--- config.mk ---
export PLATFORM = sky130hd
export DESIGN_NAME = nand_wpost_engine
export DESIGN_NICKNAME = d
export VERILOG_FILES = /design/src/rtl/wpost_pkg.sv /design/src/rtl/wpost_fifo.sv /design/src/rtl/wpost_regs.sv /design/src/rtl/wpost_ctrl.sv /design/src/rtl/wpost_dma.sv /design/src/rtl/nand_wpost_engine.sv
export SDC_FILE = /design/constraint.sdc
export NUM_CORES = 1
export LEC_CHECK = 0
export ABC_CLOCK_PERIOD_IN_PS = 4550
export BUFFER_PORTS_ARGS = -buffer_cell sky130_fd_sc_hd__clkbuf_2
export CAP_MARGIN = 20
export CORE_ASPECT_RATIO = 2
export CORE_MARGIN = 5
export CORE_UTILIZATION = 47
export CTS_CLUSTER_SIZE = 14
export DETAILED_ROUTE_END_ITERATION = 8
export PLACE_DENSITY = 0.67
export SLEW_MARGIN = 40
export SYNTH_ARGS = -nofsm -noshare
export SYNTH_HDL_FRONTEND = slang
export SYNTH_SLANG_ARGS = --single-unit
--- constraint.sdc ---
create_clock -name clk -period 4.55 [get_ports clk]
set_clock_uncertainty 0.15 [all_clocks]
set_input_delay 1.1375 -clock clk [delete_from_list [all_inputs] [get_ports clk]]
set_output_delay 1.1375 -clock clk [all_outputs]
set_load 0.1 [all_outputs]
--- src/rtl/wpost_pkg.sv ---
package wpost_pkg;
  localparam int CS_W  = 2;
  localparam int THR_W = 7;

  localparam logic [1:0] ADDR_CFG    = 2'd0;
  localparam logic [1:0] ADDR_COUNT  = 2'd1;
  localparam logic [1:0] ADDR_CTRL   = 2'd2;
  localparam logic [1:0] ADDR_STATUS = 2'd3;

  localparam int BIT_EN    = 0;
  localparam int BIT_MODE  = 1;
  localparam int BIT_SYNC  = 2;
  localparam int LSB_CS    = 4;
  localparam int LSB_THR   = 8;
  localparam int LSB_FILL  = 16;
  localparam int BIT_OVF   = 24;

  typedef enum logic [2:0] {
    ST_IDLE,
    ST_PEND,
    ST_WAIT,
    ST_LOAD,
    ST_REQ
  } post_state_t;
endpackage

--- src/rtl/wpost_fifo.sv ---
module wpost_fifo #(
  parameter int DW    = 8,
  parameter int DEPTH = 64
) (
  input  logic                              clk,
  input  logic                              rst,
  input  logic                              wr_en,
  input  logic [DW-1:0]                     wr_data,
  input  logic                              rd_en,
  output logic [DW-1:0]                     rd_data,
  output logic [$clog2(DEPTH+1)-1:0]        count,
  output logic                              empty,
  output logic                              wr_ok,
  output logic                              ovf_hit
);
  localparam int AW = $clog2(DEPTH);
  localparam int CW = $clog2(DEPTH+1);
  localparam logic [CW-1:0] FULL_CNT = CW'(DEPTH);
  localparam logic [AW-1:0] LAST     = AW'(DEPTH-1);

  logic [DW-1:0] mem [DEPTH];
  logic [AW-1:0] wp, rp;
  logic          full, rd_ok;

  assign full    = (count == FULL_CNT);
  assign empty   = (count == '0);
  assign wr_ok   = wr_en && !full;
  assign ovf_hit = wr_en && full;
  assign rd_ok   = rd_en && !empty;

  always_ff @(posedge clk) begin
    if (wr_ok) mem[wp] <= wr_data;
    if (rd_ok) rd_data <= mem[rp];
  end

  always_ff @(posedge clk) begin
    if (rst) begin
      wp    <= '0;
      rp    <= '0;
      count <= '0;
    end else begin
      if (wr_ok) wp <= (wp == LAST) ? '0 : wp + 1'b1;
      if (rd_ok) rp <= (rp == LAST) ? '0 : rp + 1'b1;
      case ({wr_ok, rd_ok})
        2'b10:   count <= count + 1'b1;
        2'b01:   count <= count - 1'b1;
        default: count <= count;
      endcase
    end
  end
endmodule

--- src/rtl/wpost_regs.sv ---
module wpost_regs
  import wpost_pkg::*;
#(
  parameter int CNT_W  = 14,
  parameter int FILL_W = 7
) (
  input  logic               clk,
  input  logic               rst,
  input  logic               reg_wr,
  input  logic [1:0]         reg_addr,
  input  logic [31:0]        reg_wdata,
  output logic [31:0]        reg_rdata,
  input  logic               running,
  input  logic [CNT_W-1:0]   rem,
  input  logic [FILL_W-1:0]  fill,
  input  logic               ovf_hit,
  output logic               cfg_en,
  output logic               cfg_mode,
  output logic               cfg_sync,
  output logic [CS_W-1:0]    cfg_cs,
  output logic [THR_W-1:0]   cfg_thr,
  output logic [CNT_W-1:0]   cfg_count,
  output logic               start_wr
);
  logic        ovf_q;
  logic [31:0] rd_next;

  assign start_wr = reg_wr && (reg_addr == ADDR_CTRL) && reg_wdata[0];

  always_ff @(posedge clk) begin
    if (rst) begin
      cfg_en    <= 1'b0;
      cfg_mode  <= 1'b0;
      cfg_sync  <= 1'b0;
      cfg_cs    <= '0;
      cfg_thr   <= '0;
      cfg_count <= '0;
    end else if (reg_wr && !running) begin
      if (reg_addr == ADDR_CFG) begin
        cfg_en   <= reg_wdata[BIT_EN];
        cfg_mode <= reg_wdata[BIT_MODE];
        cfg_sync <= reg_wdata[BIT_SYNC];
        cfg_cs   <= reg_wdata[LSB_CS +: CS_W];
        cfg_thr  <= reg_wdata[LSB_THR +: THR_W];
      end
      if (reg_addr == ADDR_COUNT) cfg_count <= reg_wdata[CNT_W-1:0];
    end
  end

  always_ff @(posedge clk) begin
    if (rst) ovf_q <= 1'b0;
    else if (ovf_hit) ovf_q <= 1'b1;
    else if (reg_wr && reg_addr == ADDR_STATUS && reg_wdata[BIT_OVF]) ovf_q <= 1'b0;
  end

  always_comb begin
    rd_next = '0;
    case (reg_addr)
      ADDR_CFG: begin
        rd_next[BIT_EN]             = cfg_en;
        rd_next[BIT_MODE]           = cfg_mode;
        rd_next[BIT_SYNC]           = cfg_sync;
        rd_next[LSB_CS +: CS_W]     = cfg_cs;
        rd_next[LSB_THR +: THR_W]   = cfg_thr;
      end
      ADDR_COUNT: rd_next[CNT_W-1:0] = cfg_count;
      ADDR_CTRL:  rd_next[0]         = running;
      default: begin
        rd_next[CNT_W-1:0]          = rem;
        rd_next[LSB_FILL +: FILL_W] = fill;
        rd_next[BIT_OVF]            = ovf_q;
      end
    endcase
  end

  always_ff @(posedge clk) begin
    if (rst) reg_rdata <= '0;
    else     reg_rdata <= rd_next;
  end
endmodule

--- src/rtl/wpost_ctrl.sv ---
module wpost_ctrl
  import wpost_pkg::*;
#(
  parameter int DW    = 8,
  parameter int CNT_W = 14
) (
  input  logic              clk,
  input  logic              rst,
  input  logic              start_wr,
  input  logic              cfg_en,
  input  logic              cfg_mode,
  input  logic              cfg_sync,
  input  logic [CS_W-1:0]   cfg_cs,
  input  logic [CNT_W-1:0]  cfg_count,
  input  logic              fifo_empty,
  input  logic [DW-1:0]     fifo_rd_data,
  output logic              fifo_rd_en,
  input  logic              cmd_busy,
  input  logic              mem_wr_ack,
  output logic              mem_wr_req,
  output logic [CS_W-1:0]   mem_wr_cs,
  output logic [DW-1:0]     mem_wr_data,
  output logic              start_q,
  output logic              pending,
  output logic              inflight,
  output logic [CNT_W-1:0]  rem
);
  post_state_t st;
  logic        go_ok;

  assign go_ok      = start_wr && cfg_en && cfg_mode && !cfg_sync && (cfg_count != '0);
  assign fifo_rd_en = (st == ST_WAIT) && !fifo_empty;
  assign pending    = (st == ST_PEND);
  assign inflight   = (st == ST_LOAD) || (st == ST_REQ);

  always_ff @(posedge clk) begin
    if (rst) begin
      st          <= ST_IDLE;
      start_q     <= 1'b0;
      rem         <= '0;
      mem_wr_req  <= 1'b0;
      mem_wr_cs   <= '0;
      mem_wr_data <= '0;
    end else begin
      case (st)
        ST_IDLE: if (go_ok) begin
          start_q   <= 1'b1;
          rem       <= cfg_count;
          mem_wr_cs <= cfg_cs;
          st        <= ST_PEND;
        end
        ST_PEND: if (!cmd_busy) st <= ST_WAIT;
        ST_WAIT: if (!fifo_empty) st <= ST_LOAD;
        ST_LOAD: begin
          mem_wr_req  <= 1'b1;
          mem_wr_data <= fifo_rd_data;
          st          <= ST_REQ;
        end
        ST_REQ: if (mem_wr_ack) begin
          mem_wr_req <= 1'b0;
          rem        <= rem - 1'b1;
          if (rem == CNT_W'(1)) begin
            start_q <= 1'b0;
            st      <= ST_IDLE;
          end else begin
            st <= ST_WAIT;
          end
        end
        default: st <= ST_IDLE;
      endcase
    end
  end
endmodule

--- src/rtl/wpost_dma.sv ---
module wpost_dma
  import wpost_pkg::*;
#(
  parameter int DEPTH = 64,
  parameter int CNT_W = 14
) (
  input  logic                        clk,
  input  logic                        rst,
  input  logic                        start_q,
  input  logic [THR_W-1:0]            cfg_thr,
  input  logic [$clog2(DEPTH+1)-1:0]  fifo_count,
  input  logic                        fifo_wr_ok,
  input  logic [CNT_W-1:0]            rem,
  input  logic                        inflight,
  output logic                        dma_req
);
  localparam int CW = $clog2(DEPTH+1);
  localparam int TW = (CW > THR_W) ? CW : THR_W;

  logic [CW-1:0] thr_eff, free, burst;
  logic [CNT_W:0] held;
  logic           need;

  always_comb begin
    if (cfg_thr == '0)                     thr_eff = CW'(1);
    else if (TW'(cfg_thr) > TW'(DEPTH))    thr_eff = CW'(DEPTH);
    else                                   thr_eff = CW'(cfg_thr);
  end

  assign free = CW'(DEPTH) - fifo_count;
  assign held = (CNT_W+1)'(fifo_count) + (CNT_W+1)'(inflight);
  assign need = (CNT_W+1)'(rem) > held;

  always_ff @(posedge clk) begin
    if (rst || !start_q) begin
      dma_req <= 1'b0;
      burst   <= '0;
    end else if (dma_req) begin
      if (fifo_wr_ok) begin
        if (burst + 1'b1 == thr_eff) begin
          dma_req <= 1'b0;
          burst   <= '0;
        end else begin
          burst <= burst + 1'b1;
        end
      end
    end else if (free >= thr_eff && need) begin
      dma_req <= 1'b1;
      burst   <= '0;
    end
  end
endmodule

--- src/rtl/nand_wpost_engine.sv ---
module nand_wpost_engine
  import wpost_pkg::*;
#(
  parameter int DEPTH = 64,
  parameter int DW    = 8,
  parameter int CNT_W = 14
) (
  input  logic             clk,
  input  logic             rst,
  input  logic             reg_wr,
  input  logic [1:0]       reg_addr,
  input  logic [31:0]      reg_wdata,
  output logic [31:0]      reg_rdata,
  input  logic             fifo_wr,
  input  logic [DW-1:0]    fifo_wdata,
  output logic             dma_req,
  output logic             mem_wr_req,
  output logic [CS_W-1:0]  mem_wr_cs,
  output logic [DW-1:0]    mem_wr_data,
  input  logic             mem_wr_ack,
  input  logic             cmd_busy
);
  localparam int CW = $clog2(DEPTH+1);

  logic              cfg_en, cfg_mode, cfg_sync, start_wr;
  logic [CS_W-1:0]   cfg_cs;
  logic [THR_W-1:0]  cfg_thr;
  logic [CNT_W-1:0]  cfg_count, rem;
  logic              start_q, pending, inflight;
  logic              fifo_rd_en, fifo_empty, fifo_wr_ok, ovf_hit;
  logic [DW-1:0]     fifo_rd_data;
  logic [CW-1:0]     fifo_count;

  wpost_regs #(.CNT_W(CNT_W), .FILL_W(CW)) u_regs (
    .clk(clk), .rst(rst), .reg_wr(reg_wr), .reg_addr(reg_addr),
    .reg_wdata(reg_wdata), .reg_rdata(reg_rdata), .running(start_q),
    .rem(rem), .fill(fifo_count), .ovf_hit(ovf_hit),
    .cfg_en(cfg_en), .cfg_mode(cfg_mode), .cfg_sync(cfg_sync),
    .cfg_cs(cfg_cs), .cfg_thr(cfg_thr), .cfg_count(cfg_count),
    .start_wr(start_wr)
  );

  wpost_fifo #(.DW(DW), .DEPTH(DEPTH)) u_fifo (
    .clk(clk), .rst(rst), .wr_en(fifo_wr), .wr_data(fifo_wdata),
    .rd_en(fifo_rd_en), .rd_data(fifo_rd_data), .count(fifo_count),
    .empty(fifo_empty), .wr_ok(fifo_wr_ok), .ovf_hit(ovf_hit)
  );

  wpost_ctrl #(.DW(DW), .CNT_W(CNT_W)) u_ctrl (
    .clk(clk), .rst(rst), .start_wr(start_wr), .cfg_en(cfg_en),
    .cfg_mode(cfg_mode), .cfg_sync(cfg_sync), .cfg_cs(cfg_cs),
    .cfg_count(cfg_count), .fifo_empty(fifo_empty),
    .fifo_rd_data(fifo_rd_data), .fifo_rd_en(fifo_rd_en),
    .cmd_busy(cmd_busy), .mem_wr_ack(mem_wr_ack), .mem_wr_req(mem_wr_req),
    .mem_wr_cs(mem_wr_cs), .mem_wr_data(mem_wr_data), .start_q(start_q),
    .pending(pending), .inflight(inflight), .rem(rem)
  );

  wpost_dma #(.DEPTH(DEPTH), .CNT_W(CNT_W)) u_dma (
    .clk(clk), .rst(rst), .start_q(start_q), .cfg_thr(cfg_thr),
    .fifo_count(fifo_count), .fifo_wr_ok(fifo_wr_ok), .rem(rem),
    .inflight(inflight), .dma_req(dma_req)
  );
endmodule

## Word-level counts from Yosys, hierarchy flattened

Memory sizes are Yosys's and may differ from the RTL's. A register that Yosys moved wholly into a read port is not among the register bits.
Index checks and enable logic that the tools add are counted.

| word-level totals | value |
|---|---|
| word-level logic and storage cells | 134 |
| input port bits | 48 |
| bits in writable memories | 512 |
| latch bits | 0 |
| flip-flop bits (word level) | 115 |
| memories kept | 1 |
| ROM bits | 0 |

Memories:

| name | words | width | rd ports | clocked after memory_dff | write ports | RTL line | text |
|---|---|---|---|---|---|---|---|
| u_fifo.mem | 64 | 8 | 1 | 1 | 1 | wpost_fifo.sv:21 | `logic [DW-1:0] mem [DEPTH];` |

| operators by class | value |
|---|---|
| bitwise operators | 1 |
| equal/unequal tests | 20 |
| multiplexer cells | 38 |
| div/mod/pow operators | 0 |
| magnitude comparators | 3 |
| multiply operators | 0 |
| shifts and indexed selects | 0 |
| add/sub/neg operators | 8 |
| reductions and logical operators | 41 |

Operator list:

| kind | number |
|---|---|
| two-way mux 7 bit | 6 |
| two-way mux 14 bit | 2 |
| one-hot mux 14 bit (2 select lines) | 1 |
| one-hot mux 6 bit (3 select lines) | 1 |
| greater-than comparator 14 x 15 -> 1 bit | 1 |
| one-hot mux 3 bit (5 select lines) | 1 |
| adder 7 x 1 -> 7 bit (second input constant) | 2 |
| equality test 14 x 1 -> 1 bit (second input constant) | 1 |
| logical AND 1 bit | 14 |
| logical NOT 7 bit | 2 |
| one-hot mux 7 bit (2 select lines) | 1 |
| nonzero test 14 bit | 1 |
| subtractor 14 x 1 -> 14 bit (second input constant) | 1 |
| adder 6 x 1 -> 6 bit (second input constant) | 2 |
| equality test 6 bit (second input constant) | 2 |
| two-way mux 1 bit | 12 |
| two-way mux 3 bit | 4 |
| two-way mux 6 bit | 2 |
| one-hot mux 2 bit (3 select lines) | 2 |
| inequality test 2 bit (second input constant) | 5 |
| AND reduction 2 bit | 5 |
| nonzero test 2 bit | 5 |
| adder 7 x 1 -> 8 bit | 1 |
| AND reduction 4 bit | 2 |
| other kinds (24) | 35 |

## Depth between registers and ports, before layout

| logic depth | value |
|---|---|
| depth after elaboration | 9 |
| mapped depth | 18 |

## Cells and area by module

A second synthesis with hierarchy kept.

| unflattened totals | value |
|---|---|
| cells, all modules | 1639 |
| area total of the unflattened synthesis | 26097.5 µm² |

Modules (own cells, without submodules):

| module | cells each | area an instance (µm²) | sequential area each (µm²) | instances |
|---|---|---|---|---|
| wpost_fifo | 1084 | 21152.8 | 15995.3 | 1 |
| wpost_regs | 197 | 2162.1 | 1001.0 | 1 |
| wpost_ctrl | 197 | 1561.5 | 580.6 | 1 |
| wpost_dma | 161 | 1221.2 | 160.2 | 1 |

## Worst setup path after synthesis

No wires, ideal clock.

| path | value |
|---|---|
| kind | register to register |
| start point | register u_fifo.count[1] |
| end point | register u_fifo.count[6] |
| cell stages (with the launch flop) | 16 |
| slack | 0.164 ns |
| setup time | 0.121 ns |
| path buffers | 1 |
| data required time | 4.279 ns |
| arrival time | 4.115 ns |
| period minus slack after synthesis | 4.386 ns |
| cells stage by stage | dfxtp_1 -> clkbuf_1 -> inv_1 -> ha_1 -> or3b_2 -> nor4_1 -> nor3_1 -> ha_1 -> ha_1 -> nor2b_1 -> o21ai_0 -> nand2b_1 -> a21o_1 -> a21oi_1 -> mux2i_1 -> mux2_2 |

| between the ends | value |
|---|---|
| word-level cells in the longest chain between the ends | 6 |
| elaborated cells between the ends (all ways) | 13 |
| classes of those cells | add/sub: 2; eq/ne: 3; mux: 1; reduce/logical: 7 |

Ends and longest elaborated chain:

| what | RTL line | text |
|---|---|---|
| start: declaration | wpost_fifo.sv:11 | `output logic [$clog2(DEPTH+1)-1:0] count,` |
| start signal: assignment | wpost_fifo.sv:45 | `2'b10: count <= count + 1'b1;` |
| start signal: assignment | wpost_fifo.sv:46 | `2'b01: count <= count - 1'b1;` |
| start signal: assignment | wpost_fifo.sv:47 | `default: count <= count;` |
| logical NOT 7 bit (*) | wpost_fifo.sv:26 | `assign empty = (count == '0);` |
| logical NOT 1 bit (*) | wpost_fifo.sv:29, wpost_ctrl.sv:32 |  |
| logical AND 1 bit | wpost_ctrl.sv:32 | `assign fifo_rd_en = (st == ST_WAIT) && !fifo_empty;` |
| logical AND 1 bit (*) | wpost_fifo.sv:29 | `assign rd_ok = rd_en && !empty;` |
| named net u_fifo.rd_ok | wpost_fifo.sv:23 | `logic full, rd_ok;` |
| equality test 2 x 1 -> 1 bit / equality test 2 bit (equally long branches) | wpost_fifo.sv:44 | `case ({wr_ok, rd_ok})` |
| one-hot mux 7 bit (2 select lines) / nonzero test 2 bit (equally long branches) | n/a |  |

Mark *: on every way through the listed nets, which the timed path passes. The rest lies on a longest branch.
A chain may end at the register's enable or synchronous reset.

## Worst setup path in the final report

| path | value |
|---|---|
| start point | register u_fifo.count[0] |
| end point | register u_fifo.count[6] |

| between the ends | value |
|---|---|
| word-level cells in the longest chain between the ends | 6 |
| elaborated cells between the ends (all ways) | 13 |
| classes of those cells | add/sub: 2; eq/ne: 3; mux: 1; reduce/logical: 7 |

Ends and longest elaborated chain:

| what |
|---|
| branches (longest 6 deep; another with subtractor 7 x 1 -> 7 bit) |

Several ways; the timed one is not identified.

==> impl_metrics.csv <==
group,metric,value,unit
floorplanning,die_width,174.7,µm
grt,first_global_vias,14380,
clocking,cts.clk_slew.worst_paths,70,ps
floorplanning,initial_utilization,47.46,%
power,p_total,10.72,mW
floorplanning,coreArea,53750,µm²
drt,routedWlPerCell,25.23,µm
grt,grt_overflow,0,
synth,synth.distinct_cells,62,
setup_path,start_kind,"register",
power,leakagePower,9.321,nW
run_status,status,"complete, no violations",
grt,antenna_found_initial,0,
synth,synth_edf_count,520,
synth,syn_area_per_cell,16.89,µm²
clocking,cts_tree,"yes",
finish,area_growth,12.00,%
finish,drive_above_1_share,24.49,%
hold_path,hold_class,"reg2reg",
floorplanning,rows,120,
sta,finalSetupViolations,0,
synth,syn_area,25510,µm²
clocking,cts_hold_buffers,0,
grt,grt_usage,19.97,%
setup_path,reg2reg_slack,480,ps
synth,yosysSeqAreaShare,69.53,%
grt,grt_max_degree,71,
sta,final.setup.tns,0,ps
power,ir_drop,0.0002718,V
clocking,clkLatencyLatePin,590,ps
job,drv_cap,0,
clocking,root_buffer,"clkbuf_16",
power,powerDensity,375.2,nW/µm²
sta,setup_ws,478.1,ps
clocking,cts_made_buffers,52,
finish,fin_util,53.16,%
clocking,cts_setup_buffers,0,
setup_path,worst-endpoint-required,4880,ps
setup_path,endpoint_kind,"register",
synth,yosysWarnings,0,
setup_path,r2r_start,"u_fifo.count[0]",
synth,ys.flop_type,"edfxtp_1",
finish,stdcell_area,28570,µm²
sta,period_needed,4072,ps
clocking,cts.path.max_buffers,3,
drt,avgViaCountPerCell,5.847,
drt,drt_wl_total,59.07,mm
setup_path,critPathKind,"reg2reg",
setup_path,critPathLaunch,"u_fifo.count[0]",
clocking,cts_max_level,2,
sta,drv_slew,0,
floorplanning,io_pins,92,
placement,io_buffers,66,
finish,n_antenna_cell,0,
setup_path,critPathMaxFanout,7,
clocking,cts_resized,0,
sta,tightest_slew,830.5,ps
synth,ys_ff_latch,626,
setup_path,reg2reg_to,"u_fifo.count[6]",
placement,dp_hpwl,40.66,mm
placement,place_area,27070,µm²
drt,vias,13690,
grt,grt_pass1_wl,89.70,mm
placement,gp_congestion,0.8971,
floorplanning,die_h,339.5,µm
sta,hold_violations,0,
synth,synthArstFlopShare,0,%
sta,rsz0062_at_grt,"false",
synth,netlist_instances,1510,
sta,worst_slew_margin_rel,44.43,%
drt,ant_nets,0,
setup_path,worstRegToRegCells,15,
drt,drc_errors,0,
clocking,clock-sinks,626,
floorplanning,die_area,59320,µm²
setup_path,cp-endpoint,"u_fifo.count[6]",
finish,fin_nets,1713,
drt,drt_iter0_drc,1115,
sta,fmax,245.6,MHz
drt,first_pass_iters,6,
setup_path,arrival,4400,ps
sta,timing.final.crit_share,89.49,%
placement,pre_cts_slack,504.7,ps
==> critical path: stages (launching register included) <==
cell,delay (ps)
dfxtp_1,390
inv_1,160
ha_1,200
or3b_2,510
nor3_2,260
a21boi_1,140
inv_1,170
ha_1,290
ha_1,290
nor2b_1,150
o21ai_0,180
nand2b_1,120
a21o_1,190
a21oi_1,180
mux2i_1,230
mux2_2,340
==> metrics by stage <==
step,hold WS [ps],cells
after floorplan,280.5,1518
after global placement,293.6,2252
after detailed placement,289.6,2252
after CTS,312.1,2341
after global routing,330.6,2341
final,311.8,2341
==> placed cells by master (no fill, tap or decap), types with 4 or more instances in the layout <==
cell	count
mux4_2	166
a21oi_1	74
buf_4	90
conb_1	9
dfxtp_1	102
edfxtp_1	520
xor2_1	17
xnor2_1	12
nand4_1	9
clkbuf_16	53
o21ai_0	22
nand2_1	102
or2_2	4
a21o_1	8
clkbuf_4	5
nor4_1	11
nor2_1	156
clkbuf_2	62
nand3_1	17
nand2b_1	6
buf_12	5
nor3_1	10
ha_1	29
and2_1	11
inv_1	12
a211oi_1	5
a22oi_1	6
and3_1	4
nor2b_1	10
clkinv_1	4
o21bai_1	4
nand3b_1	6
clkbuf_1	23
mux2i_1	32
==> report_power, final <==
group	total [mW]	switching (mW)	internal, mW
Combinational	0.373	0.267	0.106
Sequential	6.24	0.0213	6.22
Clock	4.10	1.93	2.17
Total	10.7	2.22	8.50
==> logic make-up (layout without fill, tap and decap cells) <==
group | after synthesis | count (layout) | synth area share [%]
compound gates | 145 | 145 | 3.468
mux | 200 | 200 | 16.00
buf+inv | 111 | 263 | 1.918
xor+xnor | 30 | 30 | 1.089
fa+ha+maj | 30 | 30 | 1.501
simple gates | 367 | 367 | 6.484
other cells | 1 | 9 | 0.01470
flops | 626 | 626 | 69.53
==> layout make-up <==
cell class / count / area (µm²)
clock buffers: 79 / 1436
clock inverters: 10 / 57.56
fillers: 4202 / 25180
inverters: 13 / 48.80
multi-input cells: 781 / 7325
flip-flops and latches: 626 / 17750
well taps: 671 / 839.6
repair buffers: 161 / 1119
==> routing by layer <==
| metal | part of all wire [%] | track usage (%) | vias to the layer above |
|---|---|---|---|
| li1 | - | - | 6110 |
| met1 | 33 | 20.94 | 7029 |
| met2 | 57 | 38.69 | 425 |
| met3 | 4.0 | 2.361 | 124 |
| met4 | 5.5 | 9.962 | 0 |
| met5 | 0 | 0 | - |
==> Yosys cell counts (5+ instances only) <==
cell type	number	area [µm²]
buf_2	10	50.05
a22oi_1	6	45.04
buf_4	16	120.1
a21o_1	8	60.06
a21oi_1	74	370.4
nand4_1	9	56.30
clkbuf_1	58	217.7
nand3b_1	6	45.04
a211oi_1	5	37.54
inv_1	12	45.04
nand3_1	17	85.08
ha_1	29	362.9
xor2_1	17	148.9
and2_1	11	68.82
buf_1	14	52.55
nor2_1	158	593.1
dfxtp_1	106	2122
o21ai_0	22	110.1
mux2i_1	32	320.3
edfxtp_1	520	15610
nand2_1	102	382.9
nor4_1	11	68.82
nand2b_1	6	37.54
mux4_2	166	3739
xnor2_1	12	105.1
nor3_1	11	55.05
nor2b_1	10	62.56
==> worst min-delay path by stage <==
stage / from / end / slack [ps] / depth (start not counted)
after floorplan: u_regs.ovf_q / u_regs.reg_rdata[24] / 280 / 1
after global placement: u_dma.burst[6] / u_dma.burst[6] / 290 / 1
after detailed placement: u_regs.ovf_q / u_regs.reg_rdata[24] / 290 / 1
after CTS: u_regs.ovf_q / u_regs.reg_rdata[24] / 310 / 1
after global routing: u_regs.ovf_q / u_regs.reg_rdata[24] / 330 / 1
final: u_regs.ovf_q / u_regs.reg_rdata[24] / 310 / 1
==> flip-flops by register name (all words and copies together), names as in the netlist, 2 cells and up <==
| name | count |
|---|---|
| u_ctrl.st | 3 |
| u_regs.cfg_count | 14 |
| u_ctrl.rem | 14 |
| u_ctrl.mem_wr_cs | 2 |
| u_fifo.rd_data | 8 |
| u_regs.cfg_thr | 7 |
| u_regs.reg_rdata | 23 |
| u_fifo.rp | 6 |
| u_ctrl.mem_wr_data | 8 |
| u_fifo.count | 7 |
| u_dma.burst | 7 |
| u_fifo.wp | 6 |
| u_fifo.mem | 512 |
| u_regs.cfg_cs | 2 |
No activity file was read; power rests on OpenSTA's default activity.
